===== src/rtl/gpio_apb_pkg.sv =====
package gpio_apb_pkg;
  // word index of each register (byte offset = index * 4)
  typedef enum logic [3:0] {
    RIX_DIR  = 4'd0,
    RIX_OSET = 4'd1,
    RIX_OCLR = 4'd2,
    RIX_IN   = 4'd3,
    RIX_ESET = 4'd4,
    RIX_ECLR = 4'd5,
    RIX_MODE = 4'd6,
    RIX_PSET = 4'd7,
    RIX_PCLR = 4'd8,
    RIX_ANY  = 4'd9,
    RIX_IRQ  = 4'd10
  } reg_idx_e;

  localparam int RIX_W = 4;
endpackage


===== src/rtl/gpio_sync.sv =====
module gpio_sync #(
  parameter int N_LINES = 32,
  parameter int STAGES  = 2
) (
  input  logic               clk,
  input  logic               rst,
  input  logic [N_LINES-1:0] async_in,
  output logic [N_LINES-1:0] sync_out
);
  logic [N_LINES-1:0] stage_q [STAGES];

  always_ff @(posedge clk) begin
    if (rst) begin
      for (int s = 0; s < STAGES; s++) stage_q[s] <= '0;
    end else begin
      stage_q[0] <= async_in;
      for (int s = 1; s < STAGES; s++) stage_q[s] <= stage_q[s-1];
    end
  end

  assign sync_out = stage_q[STAGES-1];
endmodule


===== src/rtl/gpio_irq_det.sv =====
module gpio_irq_det #(
  parameter int N_LINES = 32
) (
  input  logic               clk,
  input  logic               rst,
  input  logic [N_LINES-1:0] sync_in,
  input  logic [N_LINES-1:0] mode_edge,
  input  logic [N_LINES-1:0] pol_high,
  input  logic [N_LINES-1:0] both_edges,
  input  logic [N_LINES-1:0] enable,
  input  logic [N_LINES-1:0] ack_mask,
  output logic [N_LINES-1:0] pend,
  output logic [N_LINES-1:0] status,
  output logic               irq
);
  logic [N_LINES-1:0] last_q;
  logic [N_LINES-1:0] pend_q;
  logic [N_LINES-1:0] pend_d;

  for (genvar i = 0; i < N_LINES; i++) begin : g_line
    logic rise, fall, hit, lvl;
    assign rise = sync_in[i] & ~last_q[i];
    assign fall = ~sync_in[i] & last_q[i];
    assign hit  = both_edges[i] ? (rise | fall) : (pol_high[i] ? rise : fall);
    assign lvl  = pol_high[i] ? sync_in[i] : ~sync_in[i];
    // a new edge outranks an acknowledge in the same cycle
    assign pend_d[i] = mode_edge[i] ? (hit | (pend_q[i] & ~ack_mask[i])) : lvl;
  end

  always_ff @(posedge clk) begin
    if (rst) begin
      last_q <= '0;
      pend_q <= '0;
      irq    <= 1'b0;
    end else begin
      last_q <= sync_in;
      pend_q <= pend_d;
      irq    <= |(pend_q & enable);
    end
  end

  assign pend   = pend_q;
  assign status = pend_q & enable;
endmodule


===== src/rtl/gpio_regs.sv =====
module gpio_regs
  import gpio_apb_pkg::*;
#(
  parameter int N_LINES = 32,
  parameter int ADDR_W  = 12,
  parameter int DATA_W  = 32
) (
  input  logic               clk,
  input  logic               rst,
  input  logic               psel,
  input  logic               penable,
  input  logic               pwrite,
  input  logic [ADDR_W-1:0]  paddr,
  input  logic [DATA_W-1:0]  pwdata,
  output logic [DATA_W-1:0]  prdata,
  input  logic [N_LINES-1:0] sync_in,
  input  logic [N_LINES-1:0] status,
  output logic [N_LINES-1:0] dir_q,
  output logic [N_LINES-1:0] out_q,
  output logic [N_LINES-1:0] en_q,
  output logic [N_LINES-1:0] mode_q,
  output logic [N_LINES-1:0] pol_q,
  output logic [N_LINES-1:0] any_q,
  output logic [N_LINES-1:0] ack_mask
);
  localparam int IDX_LO = 2;
  localparam int IDX_HI = IDX_LO + RIX_W - 1;

  logic [RIX_W-1:0]   idx;
  logic               in_range;
  logic               wr_en;
  logic               rd_en;
  logic [N_LINES-1:0] wdat;
  logic [N_LINES-1:0] rdval;
  logic [DATA_W-1:0]  rd_word;
  logic               addr_unused;

  assign idx         = paddr[IDX_HI:IDX_LO];
  assign in_range    = (paddr[ADDR_W-1:IDX_HI+1] == '0);
  assign wr_en       = psel & penable & pwrite & in_range;
  assign rd_en       = psel & ~penable & ~pwrite & in_range;
  assign wdat        = pwdata[N_LINES-1:0];
  assign addr_unused = ^paddr[IDX_LO-1:0];

  assign ack_mask = (wr_en && idx == RIX_IRQ) ? wdat : '0;

  always_ff @(posedge clk) begin
    if (rst) begin
      dir_q  <= '0;
      out_q  <= '0;
      en_q   <= '0;
      mode_q <= '0;
      pol_q  <= '0;
      any_q  <= '0;
    end else if (wr_en) begin
      case (idx)
        RIX_DIR:  dir_q  <= wdat;
        RIX_OSET: out_q  <= out_q | wdat;
        RIX_OCLR: out_q  <= out_q & ~wdat;
        RIX_ESET: en_q   <= en_q | wdat;
        RIX_ECLR: en_q   <= en_q & ~wdat;
        RIX_MODE: mode_q <= wdat;
        RIX_PSET: pol_q  <= pol_q | wdat;
        RIX_PCLR: pol_q  <= pol_q & ~wdat;
        RIX_ANY:  any_q  <= wdat;
        default:  ;
      endcase
    end
  end

  always_comb begin
    case (idx)
      RIX_DIR:  rdval = dir_q;
      RIX_OSET: rdval = out_q;
      RIX_IN:   rdval = sync_in;
      RIX_ESET: rdval = en_q;
      RIX_MODE: rdval = mode_q;
      RIX_PSET: rdval = pol_q;
      RIX_ANY:  rdval = any_q;
      RIX_IRQ:  rdval = status;
      default:  rdval = '0;
    endcase
    rd_word = '0;
    rd_word[N_LINES-1:0] = rdval;
  end

  // data captured in the setup phase is valid throughout the access phase
  always_ff @(posedge clk) begin
    if (rst)        prdata <= '0;
    else if (rd_en) prdata <= rd_word;
    else            prdata <= '0;
  end
endmodule


===== src/rtl/gpio_apb_irq.sv =====
module gpio_apb_irq #(
  parameter int N_LINES = 32,
  parameter int ADDR_W  = 12,
  parameter int DATA_W  = 32,
  parameter int STAGES  = 2
) (
  input  logic               clk,
  input  logic               rst,
  input  logic               psel,
  input  logic               penable,
  input  logic               pwrite,
  input  logic [ADDR_W-1:0]  paddr,
  input  logic [DATA_W-1:0]  pwdata,
  output logic [DATA_W-1:0]  prdata,
  output logic               pready,
  output logic               pslverr,
  input  logic [N_LINES-1:0] gpio_in,
  output logic [N_LINES-1:0] gpio_out,
  output logic [N_LINES-1:0] gpio_oe,
  output logic               irq
);
  logic [N_LINES-1:0] sync_w;
  logic [N_LINES-1:0] status_w;
  logic [N_LINES-1:0] pend_w;
  logic [N_LINES-1:0] en_w;
  logic [N_LINES-1:0] mode_w;
  logic [N_LINES-1:0] pol_w;
  logic [N_LINES-1:0] any_w;
  logic [N_LINES-1:0] ack_w;

  assign pready  = 1'b1;
  assign pslverr = 1'b0;

  gpio_sync #(.N_LINES(N_LINES), .STAGES(STAGES)) u_sync (
    .clk(clk), .rst(rst), .async_in(gpio_in), .sync_out(sync_w)
  );

  gpio_regs #(.N_LINES(N_LINES), .ADDR_W(ADDR_W), .DATA_W(DATA_W)) u_regs (
    .clk(clk), .rst(rst), .psel(psel), .penable(penable), .pwrite(pwrite),
    .paddr(paddr), .pwdata(pwdata), .prdata(prdata),
    .sync_in(sync_w), .status(status_w),
    .dir_q(gpio_oe), .out_q(gpio_out), .en_q(en_w), .mode_q(mode_w),
    .pol_q(pol_w), .any_q(any_w), .ack_mask(ack_w)
  );

  gpio_irq_det #(.N_LINES(N_LINES)) u_det (
    .clk(clk), .rst(rst), .sync_in(sync_w), .mode_edge(mode_w),
    .pol_high(pol_w), .both_edges(any_w), .enable(en_w), .ack_mask(ack_w),
    .pend(pend_w), .status(status_w), .irq(irq)
  );
endmodule


===== config.mk =====
export PLATFORM = sky130hd
export DESIGN_NAME = gpio_apb_irq
export DESIGN_NICKNAME = d
export VERILOG_FILES = /design/src/rtl/gpio_apb_pkg.sv /design/src/rtl/gpio_sync.sv /design/src/rtl/gpio_irq_det.sv /design/src/rtl/gpio_regs.sv /design/src/rtl/gpio_apb_irq.sv
export SDC_FILE = /design/constraint.sdc
export NUM_CORES = 1
export LEC_CHECK = 0
export ABC_AREA = 1
export BUFFER_PORTS_ARGS = -buffer_cell sky130_fd_sc_hd__buf_2
export CAP_MARGIN = 30
export CELL_PAD_IN_SITES_DETAIL_PLACEMENT = 1
export CELL_PAD_IN_SITES_GLOBAL_PLACEMENT = 1
export CORE_AREA = 2 2 206 208
export CTS_CLUSTER_DIAMETER = 80
export CTS_CLUSTER_SIZE = 25
export DETAILED_ROUTE_END_ITERATION = 12
export DIE_AREA = 0 0 208 210
export GPL_ROUTABILITY_DRIVEN = 0
export PLACE_DENSITY_LB_ADDON = 0.05
export REMOVE_ABC_BUFFERS = 1
export SYNTH_ARGS = -nofsm -noshare
export SYNTH_HDL_FRONTEND = slang
export SYNTH_SLANG_ARGS = --single-unit

===== constraint.sdc =====
create_clock -name clk -period 1.3 [get_ports clk]
set_input_delay 0.065 -clock clk [delete_from_list [all_inputs] [get_ports clk]]
set_output_delay 0.065 -clock clk [all_outputs]
set_load 0.005 [all_outputs]

=== Yosys cells after proc, flatten, opt, wreduce, memory -nomap -nowiden ===
Memory sizes are Yosys's and may differ from the RTL's.
Cells that the tools add are included.

* Memories kept: 1
* Word-level logic and storage cells: 448
* Bits in registers: 289
* RAM bits: 64
* Output and inout bits: 99

* Equality and inequality tests: 10
* Mux-type cells: 138
* Reduce and logical (&&, ||, !) cells: 14
* Bitwise operators: 275

{| class="wikitable"
|+ Memories
! memory !! depth !! bits a word !! rd ports !! clocked after memory_dff !! wr ports !! line !! RTL
|-
| u_sync.stage_q || 2 || 32 || 2 || 0 || 2 || gpio_sync.sv:10 || <nowiki>logic [N_LINES-1:0] stage_q [STAGES];</nowiki>
|}

{| class="wikitable"
|+ Operator list
! operator !! number
|-
| $pmux W32 S8 || 1
|-
| $pmux W32 S2 || 3
|-
| $mux W1 || 131
|-
| $and A32 B32 Y32 || 4
|-
| $and A1 B1 Y1 || 102
|-
| $not A1 Y1 || 99
|-
| $mux W32 || 3
|-
| $or A32 B32 Y32 || 3
|-
| $or A1 B1 Y1 || 66
|-
| $not A32 Y32 || 1
|-
| $reduce_or A32 Y1 || 1
|-
| $eq A4 B3 Y1 const B || 4
|-
| $eq A4 B4 Y1 const B || 3
|-
| $reduce_and A2 Y1 || 6
|-
| $eq A4 B2 Y1 const B || 2
|-
| $logic_not A6 Y1 || 1
|-
| $reduce_bool A2 Y1 || 3
|-
| $eq A4 B1 Y1 const B || 1
|-
| $logic_not A4 Y1 || 1
|-
| $reduce_or A2 Y1 || 1
|-
| $logic_and A1 B1 Y1 || 1
|}

=== Longest topological paths before layout ===
Gate-level depths: netlist (run 1).

* Depth after elaboration: 9
* Gate-level depth with buffers: 9
* Depth with buffers taken out: 8

=== By module ===
A second synthesis (run 1) with hierarchy kept.

* Cells, all modules: 2857
* Area, all modules: 18696.7 µm²

{| class="wikitable"
|+ Modules (own cells, without submodules)
! module !! cells each !! area each (µm²) !! instances
|-
| gpio_regs || 1942 || 11768.8 || 1
|-
| gpio_irq_det || 680 || 4824.6 || 1
|-
| gpio_sync || 231 || 2080.7 || 1
|-
| gpio_apb_irq || 4 || 22.5 || 1
|}

=== Worst setup path before layout (run 1) ===
Ideal clock, no wire load.

* Path type: in2reg
* Start: input paddr[9]
* End: register with a tool-made name
* Arrival: 1.026 ns
* Setup time: 0.117 ns
* Required time: 1.183 ns
* Cell stages on the path: 8
* Setup slack: 0.157 ns
* Path buffers: 2
* Path through: nor2_1 > nand3_1 > nor2_2 > buf_2 > clkbuf_1 > nand3_1 > nand2_1 > a21oi_1

{| class="wikitable"
|+ RTL lines
! element !! line !! RTL
|-
| start: declaration || gpio_apb_irq.sv:12 || <nowiki>input logic [ADDR_W-1:0] paddr,</nowiki>
|}

=== Worst setup path after layout (run 1) ===
* Start: register u_det.pend_q[19], in the netlist u_det.pend[19]
* End: register u_det.irq

* Longest elaborated chain between the ends: 2

{| class="wikitable"
|+ RTL lines
! element !! line !! RTL
|-
| start: declaration || gpio_irq_det.sv:17 || <nowiki>logic [N_LINES-1:0] pend_q;</nowiki>
|-
| start signal: assignment || gpio_irq_det.sv:37 || <nowiki>pend_q <= pend_d;</nowiki>
|-
| $and A32 B32 Y32 || gpio_irq_det.sv:38 || <nowiki>irq <= |(pend_q & enable);</nowiki>
|-
| $reduce_or A32 Y1 || gpio_irq_det.sv:38 ||
|-
| end signal: assignment || gpio_irq_det.sv:38 ||
|-
| end: declaration || gpio_irq_det.sv:14 || <nowiki>output logic irq</nowiki>
|}

No other way between the ends.
A chain may end at the register's enable or synchronous reset.

==> qor.csv, run 1 <==
stage;metric;value;unit
status;status;complete, no violations;
yosys;ys.flop_type;dfxtp_1;
yosys;synthCells;2536;
yosys;avgSynthCellArea;6.773;um2
floorplan;coreArea;41480;um2
critical_path;worst_ep_arrival_time;1.68;ns
pwr;irDropWorstVdd;0.8205;mV
timing;setup_violations;0;
critical_path;path_buf_inv;1;
cells_and_area;final_net_count;2900;
min_path;whs_path_depth;6;
critical_path;crit_type;reg2reg;
yosys;synth_warnings;0;
critical_path;cp_slowest_cell;dfxtp_1;
routing;wl_per_cell;19.20;um
critical_path;crit_fanout;2;
floorplan;rows;75;
timing;fmax;806.5;MHz
clock_network;cts_tree;done;
cells_and_area;diodes;0;
timing;tightest_slew;0.5558;ns
timing;slew_violations;0;
cells_and_area;final_util;51.43;%
timing;finClkSkew;0.03422;ns
floorplan;die_h;210;um
critical_path;critPathTopFamily;simple AND/OR/NAND/NOR gates;
timing;period_needed;1.240;ns
global_route;grt_remaining_overflow;0;
critical_path;path_cells;nand2_1 -> nand2_1 -> nor3_2 -> nand2_1 -> nor2_2 -> buf_4 -> a21oi_1;
clock_network;numCtsBuffers;24;
critical_path;crit_path_start_kind;register;
cells_and_area;drive_above_1_share;14.11;%
yosys;async_flop_share;0;%
pwr;power_density;1011;nW/um2
critical_path;crit_top_cell;nand2_1;
critical_path;cp-end-kind;register;
routing;drcViolationCount;0;
timing;fin_ws;0.06010;ns
critical_path;critPathCapture;u_det.irq;
critical_path;r2r-end;u_det.irq;
pwr;leakage;0.008903;uW
floorplan;die-area;43680;um2
clock_network;cts_root_buf;clkbuf_16;
yosys;syn-cell-area;17180;um2
cells_and_area;regArea;7109;um2
timing;grt_setup_unrepaired;true;
timing;tns;0;ns
clock_network;postCtsSetupBuffers;0;
min_path;hold_path.class;in2reg;
yosys;synth_common_cells;nand2_1 (512), inv_1 (362), dfxtp_1 (353);
timing;timing.hold.ws;0.1296;ns
clock_network;clockBufferDepth;3;
routing;drt_iter0_markers;1033;
timing;slew_headroom;62.95;%
timing;min_period_over_period;95.38;%
yosys;yosysMostFrequentCell;nand2_1;
critical_path;r2r_start;u_det.pend[19];
routing;wirelength;63570;um
critical_path;crit_required;1.74;ns
place;portBuffers;175;
yosys;synth.area.top_cells;dfxtp_1 (41%), nand2_1 (11%), inv_1 (7.9%);
yosys;yosysSeqAreaShare;41.15;%
global_route;grt_pass1_wl;100400;um
routing;drtPass1Iterations;5;
clock_network;h-tree-depth;1;
clock_network;clock_latency;0.60;ns
place;place.detailed.hpwl;42620;um
floorplan;initial_core_util;41.41;%
yosys;synth_seq_cells;353;
global_route;grt_max_degree;53;
job;cap_violations;0;
routing;viasPerCell;5.312;
clock_network;cts_sinks;353;
critical_path;crit_start;u_det.pend[19];
clock_network;clk_transition_reported_paths;0.11;ns
cells_and_area;multi_input_area;8061;um2
global_route;antenna_found_initial;0;
yosys;ys_types;23;
routing;antenna_left;0;
cells_and_area;fillCellCount;5351;
routing;vias;17589;
timing;hold_violations;0;
critical_path;reg2regPathDepth;7;
critical_path;r2r_setup_slack;0.06;ns
floorplan;fp.dieW;208;um
global_route;first_global_vias;18226;
yosys;synth_edf_count;0;
global_route;gr-usage-all-layers;28.69;%
floorplan;ios;180;
yosys;synth_top_area_share;41.15;%
critical_path;path_depth;7;
cells_and_area;area_growth;24.20;%
yosys;synth_top_cell_by_area;dfxtp_1;
place;pre_cts_ws;-0.3057;ns
critical_path;slowest_delay;0.33;ns
==> placed cells by master, fill, tap and decap left out, types with 2 or more instances in the layout <==
master | netlist | final
nand2_1 | 512 | 509
inv_1 | 362 | 360
dfxtp_1 | 353 | 327
nor2_1 | 279 | 271
nand3_1 | 258 | 258
a21oi_1 | 227 | 226
buf_2 | 66 | 174
o21ai_0 | 160 | 154
dlygate4sd3_1 | 0 | 72
buf_4 | 8 | 69
nand4_1 | 65 | 65
ha_1 | 64 | 64
buf_12 | 0 | 56
o22ai_1 | 32 | 32
xnor2_1 | 32 | 32
clkbuf_16 | 0 | 24
dfxtp_2 | 0 | 22
nor2_4 | 0 | 11
clkinv_8 | 0 | 11
o21ai_1 | 0 | 6
nand2_2 | 1 | 4
dfxtp_4 | 0 | 4
inv_2 | 2 | 2
nor3_2 | 0 | 2
conb_1 | 2 | 2
inv_8 | 0 | 2
clkinvlp_4 | 0 | 2
==> timing repair <==
action | 4_1_cts | 5_1_grt
hold endpoints to repair | 272 | 0
endpoints found under the setup margin | 2 | 27
hold buffers | 72 | 0
resized for setup | 2 | 37
pin swaps | 0 | 0
==> logic make-up (layout without fill, tap and decap cells) <==
family | after synthesis | in the layout | synth area share, %
adder cells (fa/ha/maj) | 64 | 64 | 4.662
buffers and inverters | 543 | 779 | 12.57
other | 2 | 2 | 0.04373
AND/OR/NAND/NOR | 1122 | 1122 | 27.46
AO/OA/AOI/OAI | 420 | 420 | 12.49
XOR/XNOR | 32 | 32 | 1.632
flip-flops | 353 | 353 | 41.15
==> power breakdown <==
group	switching (uW)	internal [uW]	leakage, uW	total, uW
Clock	4760	3910	0.000411	8670
Sequential	117	11000	0.00288	11100
Combinational	1110	686	0.00561	1790
Total	5990	15600	0.00890	21600
==> metal layers <==
layer,GRT usage (%),share of wire [%]
met4,7.092,2.2
met5,0,0
met1,38.45,46
met3,3.650,4.8
met2,49.10,47
==> tightest hold or removal path, cell delays in order <==
cell,delay (ns)
buf_2,0.12
nand3_1,0.14
nor2_4,0.07
buf_12,0.15
nand3_1,0.07
a21oi_1,0.06
==> cell type report <==
cell class / instances / area share, %
Clock inverter: 18 / 1.273
Sequential cell: 353 / 33.33
Inverter: 364 / 6.417
Multi-Input combinational cell: 1640 / 37.79
Timing Repair Buffer: 372 / 15.20
Tap cell: 539 / 3.161
Clock buffer: 25 / 2.833
==> worst min-delay path by stage <==
stage                     startpoint                    to
final                        penable      u_regs.dir_q[27]
after global routing         penable      u_regs.dir_q[27]
after CTS                    penable      u_regs.dir_q[27]
after detailed placement  gpio_in[2]  u_sync.stage_q[0][2]
after global placement    gpio_in[4]  u_sync.stage_q[0][4]
after floorplan                  rst             u_det.irq
==> per-stage QoR <==
stage                     std cells  total power, uW  area [um2]
after floorplan                2357            11910       16380
after global placement         3196            12910       19680
after CTS                      3311            21750       21280
after global routing           3311            22330       21330
after detailed placement       3196            12970       19680
final                          3311            21570       21330
Power figures use the tool's default switching activity.
==> run 2, diff against run 1 <==
==> constraint.sdc (replaced) <==
create_clock -name clk -period 1.37 [get_ports clk]
set_input_delay 0.0685 -clock clk [delete_from_list [all_inputs] [get_ports clk]]
set_output_delay 0.0685 -clock clk [all_outputs]
set_load 0.005 [all_outputs]
==> run 2 against run 1 <==
Net effect:
- via count is 0.73% lower
- final cell count hardly changed
- clock skew is 0.016 ns lower
- largest cell class unchanged
- critical path type unchanged
- critical path depth is 1 lower
- clock power is 2.3% lower
- count of clock-buffer cells in the layout is 5 higher
- fmax is 4.3% lower
- first-iteration DRC count is 15% lower
- worst setup slack better by 0.014 ns
- design area is 0.21% lower
==> qor.csv, run 2 (same netlist as run 1, synthesis figures left out) <==
stage;metric;value;unit
floorplan;die_h;210;um
timing;finClkSkew;0.01856;ns
clock_network;clk_transition_reported_paths;0.09;ns
routing;wl_per_cell;19.21;um
global_route;gr-usage-all-layers;28.71;%
cells_and_area;area_growth;23.94;%
floorplan;ios;180;
critical_path;r2r_setup_slack;0.07;ns
critical_path;crit_required;1.82;ns
critical_path;cp_slowest_cell;dfxtp_1;
status;status;complete, no violations;
routing;drt_iter0_markers;879;
clock_network;h-tree-depth;1;
floorplan;die-area;43680;um2
critical_path;reg2regPathDepth;6;
clock_network;clock_latency;0.59;ns
cells_and_area;final_common_cell;nand2_1;
pwr;irDropWorstVdd;0.9450;mV
critical_path;critPathTopFamily;simple AND/OR/NAND/NOR gates;
floorplan;coreArea;41480;um2
floorplan;initial_core_util;41.41;%
global_route;antenna_found_initial;0;
critical_path;crit_top_cell;nand2_1;
job;cap_violations;0;
clock_network;cts_root_buf;clkbuf_16;
timing;min_period_over_period;94.57;%
critical_path;path_buf_inv;0;
pwr;leakage;0.008910;uW
global_route;first_global_vias;18117;
place;place.detailed.hpwl;42870;um
global_route;grt_pass1_wl;99970;um
clock_network;postCtsSetupBuffers;0;
cells_and_area;drive_above_1_share;13.59;%
clock_network;numCtsBuffers;27;
critical_path;slowest_delay;0.32;ns
cells_and_area;multi_input_area;8049;um2
critical_path;path_cells;nand2_1 -> nand2_1 -> nor3_1 -> nand2_1 -> nor2_1 -> a21oi_1;
cells_and_area;regArea;7077;um2
critical_path;crit_path_start_kind;register;
min_path;hold_path.class;in2reg;
critical_path;crit_type;reg2reg;
routing;drtPass1Iterations;5;
timing;slew_violations;0;
routing;antenna_left;0;
timing;period_needed;1.296;ns
clock_network;cts_sinks;353;
timing;fmax;771.9;MHz
clock_network;cts_tree;done;
min_path;whs_path_depth;6;
floorplan;rows;75;
routing;viasPerCell;5.270;
global_route;grt_remaining_overflow;0;
cells_and_area;fillCellCount;5398;
timing;tns;0;ns
cells_and_area;final_util;51.32;%
timing;hold_violations;0;
critical_path;path_depth;6;
critical_path;worst_ep_arrival_time;1.75;ns
critical_path;crit_fanout;2;
timing;grt_setup_unrepaired;false;
cells_and_area;diodes;0;
routing;wirelength;63630;um
critical_path;cp-end-kind;register;
floorplan;fp.dieW;208;um
place;portBuffers;175;
clock_network;clockBufferDepth;3;
cells_and_area;final_net_count;2899;
timing;setup_violations;0;
global_route;grt_max_degree;58;
routing;drcViolationCount;0;
cells_and_area;final_cell_mix;nand2_1 (509), inv_1 (360), dfxtp_1 (345);
routing;vias;17461;
pwr;power_density;974.1;nW/um2
## run 2: cell types whose count changed in the layout (fill, tap and decap cells not counted), moves of 2 or more
cell	delta
clkbuf_16	+3
dlygate4sd3_1	-5
o21ai_1	-6
dfxtp_2	-14
clkbuf_8	+2
clkinv_8	-9
dfxtp_1	+18
nor3_1	+2
nor3_2	-2
o21ai_0	+6
dfxtp_4	-4
inv_6	+4
clkinvlp_4	+2
clkinv_2	+3
## run 2: final timing paths
kind | start | end
max | u_det.pend[19] | u_det.irq
min | penable | u_regs.any_q[10]
min reg2reg | u_sync.stage_q[0][23] | u_sync.stage_q[0][55]
max reg2reg | u_det.pend[19] | u_det.irq
## run 2: area by class of cell
class | instances | share of cell area, %
clock buffer | 30 | 3.321
clock inverter | 19 | 0.9346
inverter | 364 | 6.430
multi-input combinational | 1640 | 37.81
sequential | 353 | 33.25
tap | 539 | 3.168
timing repair buffer | 368 | 15.09
## run 2: worst register-to-register path, cell delays in order, from the launching register on
cell	delay [ns]
dfxtp_1	0.32
nand2_1	0.11
nand2_1	0.12
nor3_1	0.21
nand2_1	0.10
nor2_1	0.22
a21oi_1	0.10
## run 2: per-stage QoR
stage / area [um2] / setup slack, ns / total power (uW) / instances / hold slack (ns)
2_1_floorplan: 16380 / -7.116 / 11300 / 2357 / 0.1376
3_3_place_gp: 19700 / -0.1493 / 12280 / 3197 / 0.2680
3_5_place_dp: 19700 / -0.1813 / 12330 / 3197 / 0.2778
4_1_cts: 21280 / 0.02433 / 20930 / 3313 / 0.1295
5_1_grt: 21290 / 0.0009712 / 21460 / 3313 / 0.1547
6_report: 21290 / 0.07444 / 20740 / 3313 / 0.1455
## run 2: timing repair
item / CTS / global route
hold buffers: 67 / 0
resized for setup: 0 / 8
endpoints found under the setup margin: 0 / 8
endpoints found under the hold margin: 253 / 0
## run 2: power breakdown
part	total [uW]	switching, uW	internal (uW)
sequential	10500	116	10400
combinational	1720	1060	657
clock	8470	4390	4080
total	20700	5560	15200
## run 2: metal layers
metal  vias up  GRT usage [%]  part of all wire [%]
met5         -              0                     0
met4         0          7.753                   2.6
met3        99          3.129                   3.7
met2       346          49.65                    47
met1      8569          38.13                    46
li1       8447              -                     -
